$ cat src/rtl/alu8_pkg.sv
package alu8_pkg;
  localparam int DW  = 8;
  localparam int NW  = DW / 2;
  localparam int BW  = $clog2(DW);
  localparam int FW  = 8;
  localparam int OPW = 5;

  localparam int FC = 0;
  localparam int FZ = 1;
  localparam int FN = 2;
  localparam int FV = 3;
  localparam int FS = 4;
  localparam int FH = 5;
  localparam int FT = 6;
  localparam int FI = 7;

  typedef enum logic [OPW-1:0] {
    OP_ADD    = 5'd0,  OP_ADC   = 5'd1,  OP_SUB  = 5'd2,  OP_SBC  = 5'd3,
    OP_CMP    = 5'd4,  OP_CPC   = 5'd5,  OP_NEG  = 5'd6,  OP_COM  = 5'd7,
    OP_AND    = 5'd8,  OP_OR    = 5'd9,  OP_XOR  = 5'd10, OP_INC  = 5'd11,
    OP_DEC    = 5'd12, OP_LSL   = 5'd13, OP_LSR  = 5'd14, OP_ROL  = 5'd15,
    OP_ROR    = 5'd16, OP_ASR   = 5'd17, OP_SWAP = 5'd18, OP_SETA = 5'd19,
    OP_FSET   = 5'd20, OP_FCLR  = 5'd21, OP_BST  = 5'd22, OP_BLD  = 5'd23
  } opcode_e;

  typedef struct packed {
    logic [DW-1:0] r;
    logic          c;
    logic          h;
    logic          v;
  } arith_t;

  function automatic arith_t add_fn(input logic [DW-1:0] a, input logic [DW-1:0] b,
                                    input logic ci);
    arith_t o;
    logic [DW:0] full;
    logic [NW:0] lo;
    full = {1'b0, a} + {1'b0, b} + {{DW{1'b0}}, ci};
    lo   = {1'b0, a[NW-1:0]} + {1'b0, b[NW-1:0]} + {{NW{1'b0}}, ci};
    o.r  = full[DW-1:0];
    o.c  = full[DW];
    o.h  = lo[NW];
    o.v  = (a[DW-1] == b[DW-1]) && (full[DW-1] != a[DW-1]);
    return o;
  endfunction

  function automatic arith_t sub_fn(input logic [DW-1:0] a, input logic [DW-1:0] b,
                                    input logic ci);
    arith_t o;
    logic [DW:0] full;
    logic [NW:0] lo;
    full = {1'b0, a} - {1'b0, b} - {{DW{1'b0}}, ci};
    lo   = {1'b0, a[NW-1:0]} - {1'b0, b[NW-1:0]} - {{NW{1'b0}}, ci};
    o.r  = full[DW-1:0];
    o.c  = full[DW];
    o.h  = lo[NW];
    o.v  = (a[DW-1] != b[DW-1]) && (full[DW-1] != a[DW-1]);
    return o;
  endfunction

  function automatic logic [DW-1:0] swap_fn(input logic [DW-1:0] a);
    return {a[NW-1:0], a[DW-1:NW]};
  endfunction
endpackage

$ cat src/rtl/alu8_addsub.sv
module alu8_addsub
  import alu8_pkg::*;
(
  input  logic [DW-1:0] a,
  input  logic [DW-1:0] b,
  input  logic          ci,
  input  logic          sub,
  output logic [DW-1:0] r,
  output logic          co,
  output logic          hc,
  output logic          ov
);
  arith_t res;

  always_comb begin
    res = sub ? sub_fn(a, b, ci) : add_fn(a, b, ci);
    r   = res.r;
    co  = res.c;
    hc  = res.h;
    ov  = res.v;
  end
endmodule

$ cat src/rtl/alu8_shift.sv
module alu8_shift
  import alu8_pkg::*;
(
  input  opcode_e       opc,
  input  logic [DW-1:0] a,
  input  logic          ci,
  output logic [DW-1:0] r,
  output logic          co
);
  always_comb begin
    r  = a;
    co = 1'b0;
    case (opc)
      OP_LSL: begin r = {a[DW-2:0], 1'b0};    co = a[DW-1]; end
      OP_ROL: begin r = {a[DW-2:0], ci};      co = a[DW-1]; end
      OP_LSR: begin r = {1'b0, a[DW-1:1]};    co = a[0];    end
      OP_ROR: begin r = {ci, a[DW-1:1]};      co = a[0];    end
      OP_ASR: begin r = {a[DW-1], a[DW-1:1]}; co = a[0];    end
      default: begin r = a; co = 1'b0; end
    endcase
  end
endmodule

$ cat src/rtl/alu8_logic.sv
module alu8_logic
  import alu8_pkg::*;
(
  input  opcode_e       opc,
  input  logic [DW-1:0] a,
  input  logic [DW-1:0] b,
  output logic [DW-1:0] r,
  output logic          ov
);
  localparam logic [DW-1:0] MOST_NEG = {1'b1, {(DW-1){1'b0}}};
  localparam logic [DW-1:0] MOST_POS = {1'b0, {(DW-1){1'b1}}};
  localparam logic [DW-1:0] ONE      = {{(DW-1){1'b0}}, 1'b1};

  always_comb begin
    r  = a;
    ov = 1'b0;
    case (opc)
      OP_AND: r = a & b;
      OP_OR:  r = a | b;
      OP_XOR: r = a ^ b;
      OP_COM: r = ~a;
      OP_INC: begin r = a + ONE; ov = (r == MOST_NEG); end
      OP_DEC: begin r = a - ONE; ov = (r == MOST_POS); end
      default: r = a;
    endcase
  end
endmodule

$ cat src/rtl/alu8_status.sv
module alu8_status
  import alu8_pkg::*;
(
  input  logic          clk,
  input  logic          rst_n,
  input  logic          load,
  input  logic [FW-1:0] nxt,
  output logic [FW-1:0] q
);
  always_ff @(posedge clk) begin
    if (!rst_n)    q <= '0;
    else if (load) q <= nxt;
  end


  idle_hold_chk: assert property (@(posedge clk) disable iff (!rst_n)
    !load |=> $stable(q));
endmodule

$ cat src/rtl/alu8_core.sv
module alu8_core
  import alu8_pkg::*;
(
  input  logic           clk,
  input  logic           rst_n,
  input  logic           op_valid,
  input  logic [OPW-1:0] op_code,
  input  logic [DW-1:0]  opnd_a,
  input  logic [DW-1:0]  opnd_b,
  input  logic [BW-1:0]  bit_idx,
  output logic [DW-1:0]  result,
  output logic           result_we,
  output logic [FW-1:0]  status
);
  opcode_e       opc;
  logic [DW-1:0] as_a, as_b, as_r;
  logic          as_ci, as_sub, as_c, as_h, as_v;
  logic [DW-1:0] sh_r, lg_r;
  logic          sh_c, lg_v;
  logic [FW-1:0] st_nxt;
  logic [DW-1:0] res_c;
  logic          we_c;
  logic          nzvs_upd;
  logic          is_chain, is_cmp, is_logic, flag_quiet;
  logic          z_raw;

  assign opc = opcode_e'(op_code);

  // operand steering for the adder/subtractor
  always_comb begin
    as_sub = (opc == OP_SUB) || (opc == OP_SBC) || (opc == OP_CMP) ||
             (opc == OP_CPC) || (opc == OP_NEG);
    as_a   = (opc == OP_NEG) ? '0 : opnd_a;
    as_b   = (opc == OP_NEG) ? opnd_a : opnd_b;
    as_ci  = ((opc == OP_ADC) || (opc == OP_SBC) || (opc == OP_CPC)) ? status[FC] : 1'b0;
  end

  assign is_chain   = (opc == OP_SBC) || (opc == OP_CPC);
  assign is_cmp     = (opc == OP_CMP) || (opc == OP_CPC);
  assign is_logic   = (opc == OP_AND) || (opc == OP_OR) || (opc == OP_XOR);
  assign flag_quiet = (opc == OP_SWAP) || (opc == OP_SETA) || (opc == OP_BLD);

  alu8_addsub u_addsub (
    .a(as_a), .b(as_b), .ci(as_ci), .sub(as_sub),
    .r(as_r), .co(as_c), .hc(as_h), .ov(as_v)
  );

  alu8_shift u_shift (
    .opc(opc), .a(opnd_a), .ci(status[FC]), .r(sh_r), .co(sh_c)
  );

  alu8_logic u_logic (
    .opc(opc), .a(opnd_a), .b(opnd_b), .r(lg_r), .ov(lg_v)
  );

  always_comb begin
    res_c    = opnd_a;
    we_c     = 1'b0;
    st_nxt   = status;
    nzvs_upd = 1'b0;
    z_raw    = 1'b0;
    case (opc)
      OP_ADD, OP_ADC, OP_SUB, OP_SBC, OP_NEG, OP_CMP, OP_CPC: begin
        res_c      = as_r;
        we_c       = !is_cmp;
        nzvs_upd   = 1'b1;
        z_raw      = (as_r == '0);
        st_nxt[FC] = as_c;
        st_nxt[FH] = as_h;
        st_nxt[FV] = as_v;
        st_nxt[FN] = as_r[DW-1];
        st_nxt[FZ] = is_chain ? (z_raw & status[FZ]) : z_raw;
      end
      OP_AND, OP_OR, OP_XOR, OP_INC, OP_DEC, OP_COM: begin
        res_c      = lg_r;
        we_c       = 1'b1;
        nzvs_upd   = 1'b1;
        st_nxt[FV] = lg_v;
        st_nxt[FN] = lg_r[DW-1];
        st_nxt[FZ] = (lg_r == '0);
        if (opc == OP_COM) st_nxt[FC] = 1'b1;
      end
      OP_LSL, OP_ROL, OP_LSR, OP_ROR, OP_ASR: begin
        res_c      = sh_r;
        we_c       = 1'b1;
        nzvs_upd   = 1'b1;
        st_nxt[FC] = sh_c;
        st_nxt[FN] = sh_r[DW-1];
        st_nxt[FV] = sh_r[DW-1] ^ sh_c;
        st_nxt[FZ] = (sh_r == '0);
        if ((opc == OP_LSL) || (opc == OP_ROL)) st_nxt[FH] = opnd_a[NW-1];
      end
      OP_SWAP: begin res_c = swap_fn(opnd_a); we_c = 1'b1; end
      OP_SETA: begin res_c = '1;              we_c = 1'b1; end
      OP_FSET: st_nxt[bit_idx] = 1'b1;
      OP_FCLR: st_nxt[bit_idx] = 1'b0;
      OP_BST:  st_nxt[FT] = opnd_a[bit_idx];
      OP_BLD: begin
        res_c          = opnd_a;
        res_c[bit_idx] = status[FT];
        we_c           = 1'b1;
      end
      default: begin res_c = opnd_a; we_c = 1'b0; end
    endcase
    if (nzvs_upd) st_nxt[FS] = st_nxt[FN] ^ st_nxt[FV];
  end

  assign result    = res_c;
  assign result_we = we_c & op_valid;

  alu8_status u_status (
    .clk(clk), .rst_n(rst_n), .load(op_valid), .nxt(st_nxt), .q(status)
  );


  s_matches_nv_chk: assert property (@(posedge clk) disable iff (!rst_n)
    op_valid && nzvs_upd |=> status[FS] == (status[FN] ^ status[FV]));


  cmp_no_write_chk: assert property (@(posedge clk) disable iff (!rst_n)
    op_valid && is_cmp |-> !result_we);


  quiet_ops_chk: assert property (@(posedge clk) disable iff (!rst_n)
    op_valid && flag_quiet |=> $stable(status));


  z_chain_chk: assert property (@(posedge clk) disable iff (!rst_n)
    op_valid && is_chain && !status[FZ] |=> !status[FZ]);


  logic_keep_ch_chk: assert property (@(posedge clk) disable iff (!rst_n)
    op_valid && is_logic |=> (status[FC] == $past(status[FC])) &&
                             (status[FH] == $past(status[FH])) && !status[FV]);
endmodule

$ cat config.mk
export PLATFORM = sky130hd
export DESIGN_NAME = alu8_core
export DESIGN_NICKNAME = d
export VERILOG_FILES = /design/src/rtl/alu8_pkg.sv /design/src/rtl/alu8_addsub.sv /design/src/rtl/alu8_shift.sv /design/src/rtl/alu8_logic.sv /design/src/rtl/alu8_status.sv /design/src/rtl/alu8_core.sv
export SDC_FILE = /design/constraint.sdc
export NUM_CORES = 1
export LEC_CHECK = 0
export ABC_AREA = 0
export BUFFER_PORTS_ARGS = -buffer_cell sky130_fd_sc_hd__buf_2
export CORE_MARGIN = 5
export CORE_UTILIZATION = 40
export DETAILED_ROUTE_END_ITERATION = 16
export GPL_TIMING_DRIVEN = 0
export SYNTH_ARGS = -nofsm -noshare
export SYNTH_HDL_FRONTEND = slang
export SYNTH_SLANG_ARGS = --single-unit
export TNS_END_PERCENT = 5
$ cat constraint.sdc
create_clock -name clk -period 5.7 [get_ports clk]
set_input_delay 1.14 -clock clk [delete_from_list [all_inputs] [get_ports clk]]
set_output_delay 1.14 -clock clk [all_outputs]
set_load 0.01 [all_outputs]
Word level (Yosys, flattened, before mapping) --
Index checks and enable logic that the tools add are counted.
Word-level totals: register bits 8, bits of input ports 27, output and inout port bits 17, logic and storage cells 121
Operators by class: $add $sub $neg 10, $lt $le $gt $ge 2, equality and inequality tests 31, multiplexer cells 25, bitwise logic cells 11, reductions and logical operators 35
Operators with widths (number):
- case mux 8 bit (6 select lines) | 2
- == test 5 x 4 -> 1 bit, second input constant | 8
- == test 5 bit, second input constant | 8
- case mux 8 bit (5 select lines) | 1
- logical NOT 8 bit | 3
- == test 5 x 3 -> 1 bit, second input constant | 4
- case mux 4 bit (5 select lines) | 1
- OR reduction 18 bit | 1
- AND 8 bit | 2
- two-way mux 8 bit | 2
- NOT 8 bit | 2
- OR 8 bit | 2
- OR reduction 14 bit | 1
- two-way mux 11 bit | 1
- == test 5 x 2 -> 1 bit, second input constant | 2
- case mux 1 bit (2 select lines) | 5
- adder 8 x 8 -> 9 bit | 1
- adder 9 x 1 -> 9 bit | 1
- logical OR 1 bit | 9
- subtractor 8 x 8 -> 9 bit | 1
- subtractor 9 x 1 -> 9 bit | 1
- adder 8 x 1 -> 8 bit, second input constant | 1
- bitwise mux 8 bit | 1
- == test 8 x 7 -> 1 bit, second input constant | 1
- 34 further kinds | 53

Depth between registers and ports, before layout --
Gate-level depths: netlist of the first run.
depth in word-level cells 14, mapped depth 17, gate-level depth less buffers 15

By module --
Synthesis of the first run repeated with hierarchy kept, for this count alone.
Unflattened totals: cells, all modules 544, area total of the unflattened synthesis 3897.5 um^2
Modules (own cells, without submodules):
- alu8_core | times used 1, cells an instance 197, area an instance 1263.7 um^2, sequential area each 0.0 um^2
- alu8_logic | times used 1, cells an instance 163, area an instance 1144.8 um^2, sequential area each 0.0 um^2
- alu8_addsub | times used 1, cells an instance 133, area an instance 972.2 um^2, sequential area each 0.0 um^2
- alu8_status | times used 1, cells an instance 25, area an instance 301.5 um^2, sequential area each 160.2 um^2
- alu8_shift | times used 1, cells an instance 26, area an instance 215.2 um^2, sequential area each 0.0 um^2

Least setup slack after synthesis of the first run --
OpenSTA, ideal clock, no wires.
path type input -> output, start point input op_code[4], end point output result[7], arrival time 4533 ps, data required time 4560 ps, path slack 27 ps, cell stages on the path 15, path buffers 3, cell sequence nor3b_1 clkbuf_1 nand2_1 clkbuf_1 clkbuf_1 o21ai_0 ha_1 ha_1 a21o_1 a31o_2 a211o_1 a21o_1 nand2_1 nor2_1 o32a_1
Between the ends: word-level cells in the longest chain between the ends 7, elaborated cells on any way between the ends 41, those cells by class add/sub: 4; eq/ne: 20; mux: 7; reduce/logical: 10
RTL lines:
- start, declared | line alu8_core.sv:7 | input logic [OPW-1:0] op_code,
- parallel branches: the longest is 6 deep, another holds adder 8 x 8 -> 9 bit
- case mux 8 bit (6 select lines) (*) | line alu8_core.sv:62 | case (opc)
- end, declared | line alu8_core.sv:11 | output logic [DW-1:0] result,
Mark *: on every way between the ends.

Final worst setup path of the first run --
start point input op_code[0], end point output result[7]
Same word-level chain as after synthesis.

==> reports/metrics.csv, run 1 <==
metric,value,unit
largest area contributor in the netlist,ha_1,
crit path DAT,4.52,ns
Initial DRC Count,291,
clock root buffer,clkbuf_8,
register area share after synthesis,0.0448,
layout cells sized above 1,0.170,
Hold Path Class,flip-flop to flip-flop,
DR vias/cell,6.35,
CORE AREA,0.00872,mm^2
simple-gate portion of the synthesized area,0.284,
"CP delay by family, top",compound AO/OA/AOI/OAI gates,
die area,0.0109,mm^2
Routed WL,13700,um
GRT met1 Usage,0.331,
initial antenna violation count,0,
gr busiest metal,met2,
combinational power share,0.724,
drt wl/cell,20.2,um
HPWL after DPL,11000,um
Post-Syn Nets,597,
post-synth top area share,0.137,
Worst Setup Start Kind,input port,
Clk network pwr share,0.145,
Final #Nets,642,
CTS Hold Bufs,0,
DRC errors left,0,
H-tree depth,1,
CTS buffer count,3,
largest net degree at the start of global routing,29,
Worst path most repeated cell,clkbuf_8,
Total GRT Usage,0.246,
data required time of the worst path,4.56,ns
most frequent cell after synthesis,a21oi_1,
total grt overflow,0,
Bufs on Longest Clock Path,2,
RSZ-0062 raised after global routing,true,
peak fanout along the critical path,10,
TritonCTS Sinks,8,
die width,105,um
clock-pin slew on the worst setup and hold paths,0.04,ns
largest family of logic cells by synthesized area,compound AO/OA/AOI/OAI gates,
gp weighted congestion,0.997,
Area Overhead vs Synth,14.8,%
kind of end point of the critical path,output port,
Slew Limit Fails,0,
XOR/XNOR Fraction of Synth Area,0.0343,
vias in the first global route,4157,
max cap viols,0,
dpl ws,-1.32,ns
Post-synth ARST share,0,
critical path class,input port to output port,
Fmax achieved,177,MHz
Leakage,1.76,nW
Synth Register Bits,8,
row count,34,
cells after synthesis,527,
GR Util met2,0.403,
final hold slack,0.518,ns
worst-margin pin slew,0.860,ns
Die Ht,105,um
I/O Buffers,43,
First-pass DRT Iterations,5,
CTS tree,built,
main flop type after synthesis,dfxtp_1,
PD cells,120,mW/mm^2
Initial Utilization,0.410,
Detail Route Antenna Nets,0,
post-synthesis average cell area,6.78,um^2
Bufs and invs on worst path,5,
slowest library cell on the worst path,o32a_1,
Internal Power,0.000244,W
"Min Clock Period, post-route",5.66,ns
outcome,"finished, final reports clean",
fin worst setup slack,0.0383,ns
"EDFF count, synth",0,
Synth cell types,76,
synth warn,0,
commonest cells in the netlist,"a21oi_1 (43), nand2_1 (42), nor2_1 (42)",
main area contributors after synthesis,"ha_1 (14%), a21oi_1 (6.0%), dfxtp_1 (4.5%)",
"Clk Latency, worst-skew pair",0.24,ns
Worst slew margin,0.423,
Net Sw Power,0.000248,W
Reg power frac,0.131,
endpoints failing hold,0,
multiplexer share of the synthesized area,0.0403,
Tcrit/Tclk final,0.993,
Net Sw Frac,0.503,
worst-path cell chain,buf_2 -> nor3b_4 -> clkbuf_8 -> nand2_2 -> clkbuf_8 -> clkbuf_8 -> o21ai_2 -> ha_4 -> ha_4 -> a21o_1 -> a31o_2 -> a211o_1 -> a21o_1 -> nand2_1 -> nor2_1 -> o32a_1 -> buf_2,
final setup violation count,0,
area fraction in compound gates after synthesis,0.350,
final clock skew,0.0116,ns
# IOs,44,
Vias,4308,
Post-Syn Area,0.00357,mm^2
peak supply drop,0.0650,mV
M3 GR Usage,0.0358,
post-synthesis adder-cell area fraction,0.159,
critical path's largest stage delay,0.37,ns
first-pass GRT wire length,22200,um
antenna cells,0,
-- placed cells by master (no fill, tap or decap), drive strengths merged, types with 8 or more instances in the layout --
master  netlist  routed
nand2        42      42
o21ai        32      32
xnor2         8       8
a21o          9       9
buf          17      62
a211oi       12      12
a21oi        43      43
a31oi        10      10
dfxtp         8       8
mux2i        11      11
nor2         42      42
clkbuf       22      20
inv          36      36
nand3        25      25
o211ai       12      12
and2         11      11
nor3         11      11
nand4         9       9
ha           39      39
-- worst reg2reg max path, cell delays in order (launching register included) --
cell and delay (ns):
dfxtp_1 0.49, nand4_1 0.22, inv_1 0.12, fa_1 0.19, inv_2 0.05, ha_1 0.28, a211oi_2 0.22, a31oi_2 0.10
a211o_1 0.37, a2111o_1 0.40, and3_1 0.21, a41o_1 0.24, o22ai_1 0.10
-- layout make-up --
type                    instances  area (um^2)
repair buffers                 49          260
multi-input cells             443         3200
well taps                     108          135
fillers                       928         4620
plain buffers                  30          173
clock buffers                   3         41.3
inverters                      37          139
flip-flops and latches          8          160
-- kinds of logic after synthesis --
family,after synthesis
muxes,13
buffers and inverters,76
AOI/OAI and AO/OA,181
xor gates and xnor gates,14
adders and majority gates,43
and+or+nand+nor,192
DFF,8
-- routing by layer --
layer / routed length [um] / vias up
li1: - / 2066
met3: 1030 / 30
met2: 6300 / 199
met1: 5920 / 2013
met4: 465 / 0
met5: 0 / -
-- metrics by stage --
| stage | power (W) | cells | cell area, um^2 | setup TNS, ns | utilization |
|---|---|---|---|---|---|
| after global placement | 0.000395 | 678 | 3930 | -6.00 | 0.450 |
| after detailed placement | 0.000398 | 678 | 3930 | -6.31 | 0.450 |
| after global routing | 0.000533 | 678 | 4110 | -0.191 | 0.471 |
| after CTS | 0.000486 | 683 | 4110 | 0 | 0.472 |
| after floorplan | 0.000294 | 527 | 3570 | 0 | - |
| final | 0.000492 | 678 | 4110 | 0 | 0.471 |
-- power by group through the flow --
stage                Clock, W  Sequential [W]  Combinational [W]
floorplan                   0       0.0000652           0.000229
global placement            0       0.0000650           0.000330
detailed placement          0       0.0000653           0.000333
CTS                 0.0000716       0.0000643           0.000351
global route        0.0000755       0.0000646           0.000393
finish              0.0000714       0.0000644           0.000356
-- path summary, 6_finish.rpt --
path	start	endpoint	slack [ns]	cells past startpoint
worst min register to register	u_status.q[2]$_SDFFE_PN0P_	u_status.q[2]$_SDFFE_PN0P_	0.52	2
worst max register to register	u_status.q[0]$_SDFFE_PN0P_	flip-flop	2.64	12
worst min-delay path	u_status.q[2]$_SDFFE_PN0P_	u_status.q[2]$_SDFFE_PN0P_	0.52	2
worst max-delay path	op_code[0]	result[7]	0.04	17
-- what timing repair did --
action | in CTS | in global routing
cloned | 0 | 0
gates resized for setup | 29 | 4
pin swaps | 6 | 0
setup endpoints to repair | 10 | 5
buffers inserted | 6 | 0
No activity file was read; power rests on OpenSTA's default activity.
==> inputs of run 2 (changes only) <==
Settings changed: CAP_MARGIN set to 20, CELL_PAD_IN_SITES_DETAIL_PLACEMENT set to 0, CELL_PAD_IN_SITES_GLOBAL_PLACEMENT set to 1, CORE_UTILIZATION 40 to 39, PLACE_DENSITY_LB_ADDON set to 0.1.
==> run 2 against run 1 <==
  * Clock power is 2% lower
  * Setup slack better by 0.071 ns
  * Die area is 2.3% higher
  * Via count rose by 1.0%
  * Clock-buffer cell count unchanged
  * Largest power group unchanged
  * Critical endpoint unchanged
  * Core utilization fell by 1.2 points
  * Largest cell class unchanged
==> reports/metrics.csv, run 2 (synthesized netlist as in run 1, its figures left out) <==
metric,value,unit,change
slack of the worst reg-to-reg path,2.59,ns,-0.05 ns
fill count,1009,,+8.7%
Fmax achieved,179,MHz,+1.3%
final setup violation count,0,,unchanged
Detail Route Antenna Nets,0,,unchanged
Worst slew margin,0.374,,-0.0488
Routed WL,14000,um,+2.5%
largest net degree at the start of global routing,29,,unchanged
critical path depth,17,,unchanged
HPWL after DPL,11200,um,+2.2%
data required time of the worst path,4.56,ns,about the same
gp weighted congestion,0.966,,-3.1%
slowest library cell on the worst path,o32a_1,,
final clock skew,0.000895,ns,-0.0107 ns
vias in the first global route,4204,,+1.1%
die area,0.0112,mm^2,+2.3%
Vias,4353,,+1.0%
max cap viols,0,,unchanged
"most common cell after layout, fill and taps aside",buf_2,,
"Min Clock Period, post-route",5.59,ns,-0.0712 ns
Worst Setup Start Kind,input port,,
die width,106,um,+1.2%
critical path capture point,result[7],,
first-pass GRT wire length,22600,um,+2.2%
worst-path cell chain,buf_2 -> nor3b_4 -> clkbuf_8 -> nand2_2 -> buf_8 -> buf_8 -> o21ai_4 -> ha_4 -> ha_4 -> a21o_1 -> a31o_2 -> a211o_1 -> a21o_1 -> nand2_1 -> nor2_1 -> o32a_1 -> buf_2,,
Total GRT Usage,0.249,,+0.00343
Leakage,1.78,nW,+0.89%
DRC errors left,0,,unchanged
dpl ws,-1.31,ns,+0.0166 ns
critical path's largest stage delay,0.36,ns,about the same
H-tree depth,1,,unchanged
initial antenna violation count,0,,unchanged
PD cells,120,mW/mm^2,+0.17%
critical path class,input port to output port,,
peak fanout along the critical path,10,,unchanged
CTS tree,built,,
row count,35,,+2.9%
Initial DRC Count,292,,+0.34%
antenna cells,0,,unchanged
TritonCTS Sinks,8,,unchanged
Die Ht,106,um,+1.2%
Final TNS setup,0,ns,unchanged
worst r2r src,u_status.q[0]$_SDFFE_PN0P_,,
Initial Utilization,0.392,,-0.0175
drt wl/cell,20.6,um,+1.7%
Tcrit/Tclk final,0.981,,-0.0125
crit path DAT,4.45,ns,-0.07 ns
RSZ-0062 raised after global routing,false,,
Area Overhead vs Synth,16.9,%,
Worst Setup SP,op_code[4],,
worst-margin pin slew,0.932,ns,+0.0727 ns
Hold Path Class,flip-flop to flip-flop,,
I/O Buffers,43,,unchanged
# IOs,44,,unchanged
clock-pin slew on the worst setup and hold paths,0.04,ns,about the same
final hold slack,0.491,ns,-0.0277 ns
Slew Limit Fails,0,,unchanged
CTS Hold Bufs,0,,unchanged
CORE AREA,0.00911,mm^2,+4.4%
total grt overflow,0,,unchanged
layout cells sized above 1,0.184,,+0.0134
CTS buffer count,3,,unchanged
"CP delay by family, top",compound AO/OA/AOI/OAI gates,,
First-pass DRT Iterations,5,,unchanged
Bufs and invs on worst path,5,,unchanged
fin worst setup slack,0.109,ns,+0.0712 ns
endpoints failing hold,0,,unchanged
kind of end point of the critical path,output port,,
Bufs on Longest Clock Path,2,,unchanged
peak supply drop,0.0674,mV,+3.7%
clock root buffer,clkbuf_8,,
"leading cell types in the layout, fill and taps excluded","buf_2 (48), a21oi_1 (42), nor2_1 (41)",,
DR vias/cell,6.37,,+0.30%
outcome,"finished, final reports clean",,
Register-to-Register Path Depth,12,,unchanged
"Clk Latency, worst-skew pair",0.23,ns,about the same
Final #Nets,644,,+0.31%
Final Power,0.000502,W,+2.0%
[run 2: power breakdown]
| part | leakage (nW) | internal, W | switching, W |
|---|---|---|---|
| registers | 0.0656 | 0.0000600 | 0.00000419 |
| logic | 1.69 | 0.000144 | 0.000224 |
| clock network | 0.0216 | 0.0000459 | 0.0000241 |
[run 2: repair_timing]
| item | CTS | global route |
|---|---|---|
| pin swaps | 5 | 10 |
| buffers inserted | 4 | 4 |
| setup endpoints to repair | 9 | 5 |
| resized for setup | 29 | 18 |
[run 2: area by class of cell]
class / instances / area, um^2 / area share
inverters: 37 / 139 / 0.0332
repair buffers: 51 / 275 / 0.0658
clock buffers: 3 / 41.3 / 0.00988
flip-flops and latches: 8 / 160 / 0.0383
plain buffers: 30 / 178 / 0.0425
multi-input cells: 443 / 3250 / 0.777
well taps: 111 / 139 / 0.0332
[run 2: worst min path at each step]
stage / start / end / slack, ns / cells after the start
2_1_floorplan: flip-flop / flip-flop / 0.52 / 2
3_3_place_gp: flip-flop / flip-flop / 0.48 / 2
3_5_place_dp: flip-flop / flip-flop / 0.49 / 2
4_1_cts: flip-flop / flip-flop / 0.49 / 2
5_1_grt: flip-flop / flip-flop / 0.51 / 2
6_report: flip-flop / flip-flop / 0.49 / 2
[run 2: routing by layer]
layer | track usage | vias up | wire, um
met5 | 0 | - | 0
met4 | 0.0823 | 0 | 535
met3 | 0.0263 | 35 | 1010
met2 | 0.403 | 210 | 6240
met1 | 0.344 | 2047 | 6260
li1 | - | 2061 | -
[run 2: stage by stage]
stage | instance area (um^2) | utilization | instances
after floorplan | 3570 | - | 527
after global placement | 3930 | 0.431 | 681
after detailed placement | 3930 | 0.431 | 681
after CTS | 4090 | 0.449 | 681
after global routing | 4180 | 0.459 | 683
final | 4180 | 0.459 | 683
[run 2: tightest hold or removal path, stage by stage (launching register included)]
cell and delay, ns:
dfxtp_1 0.30, nor2_1 0.09, a211oi_1 0.05
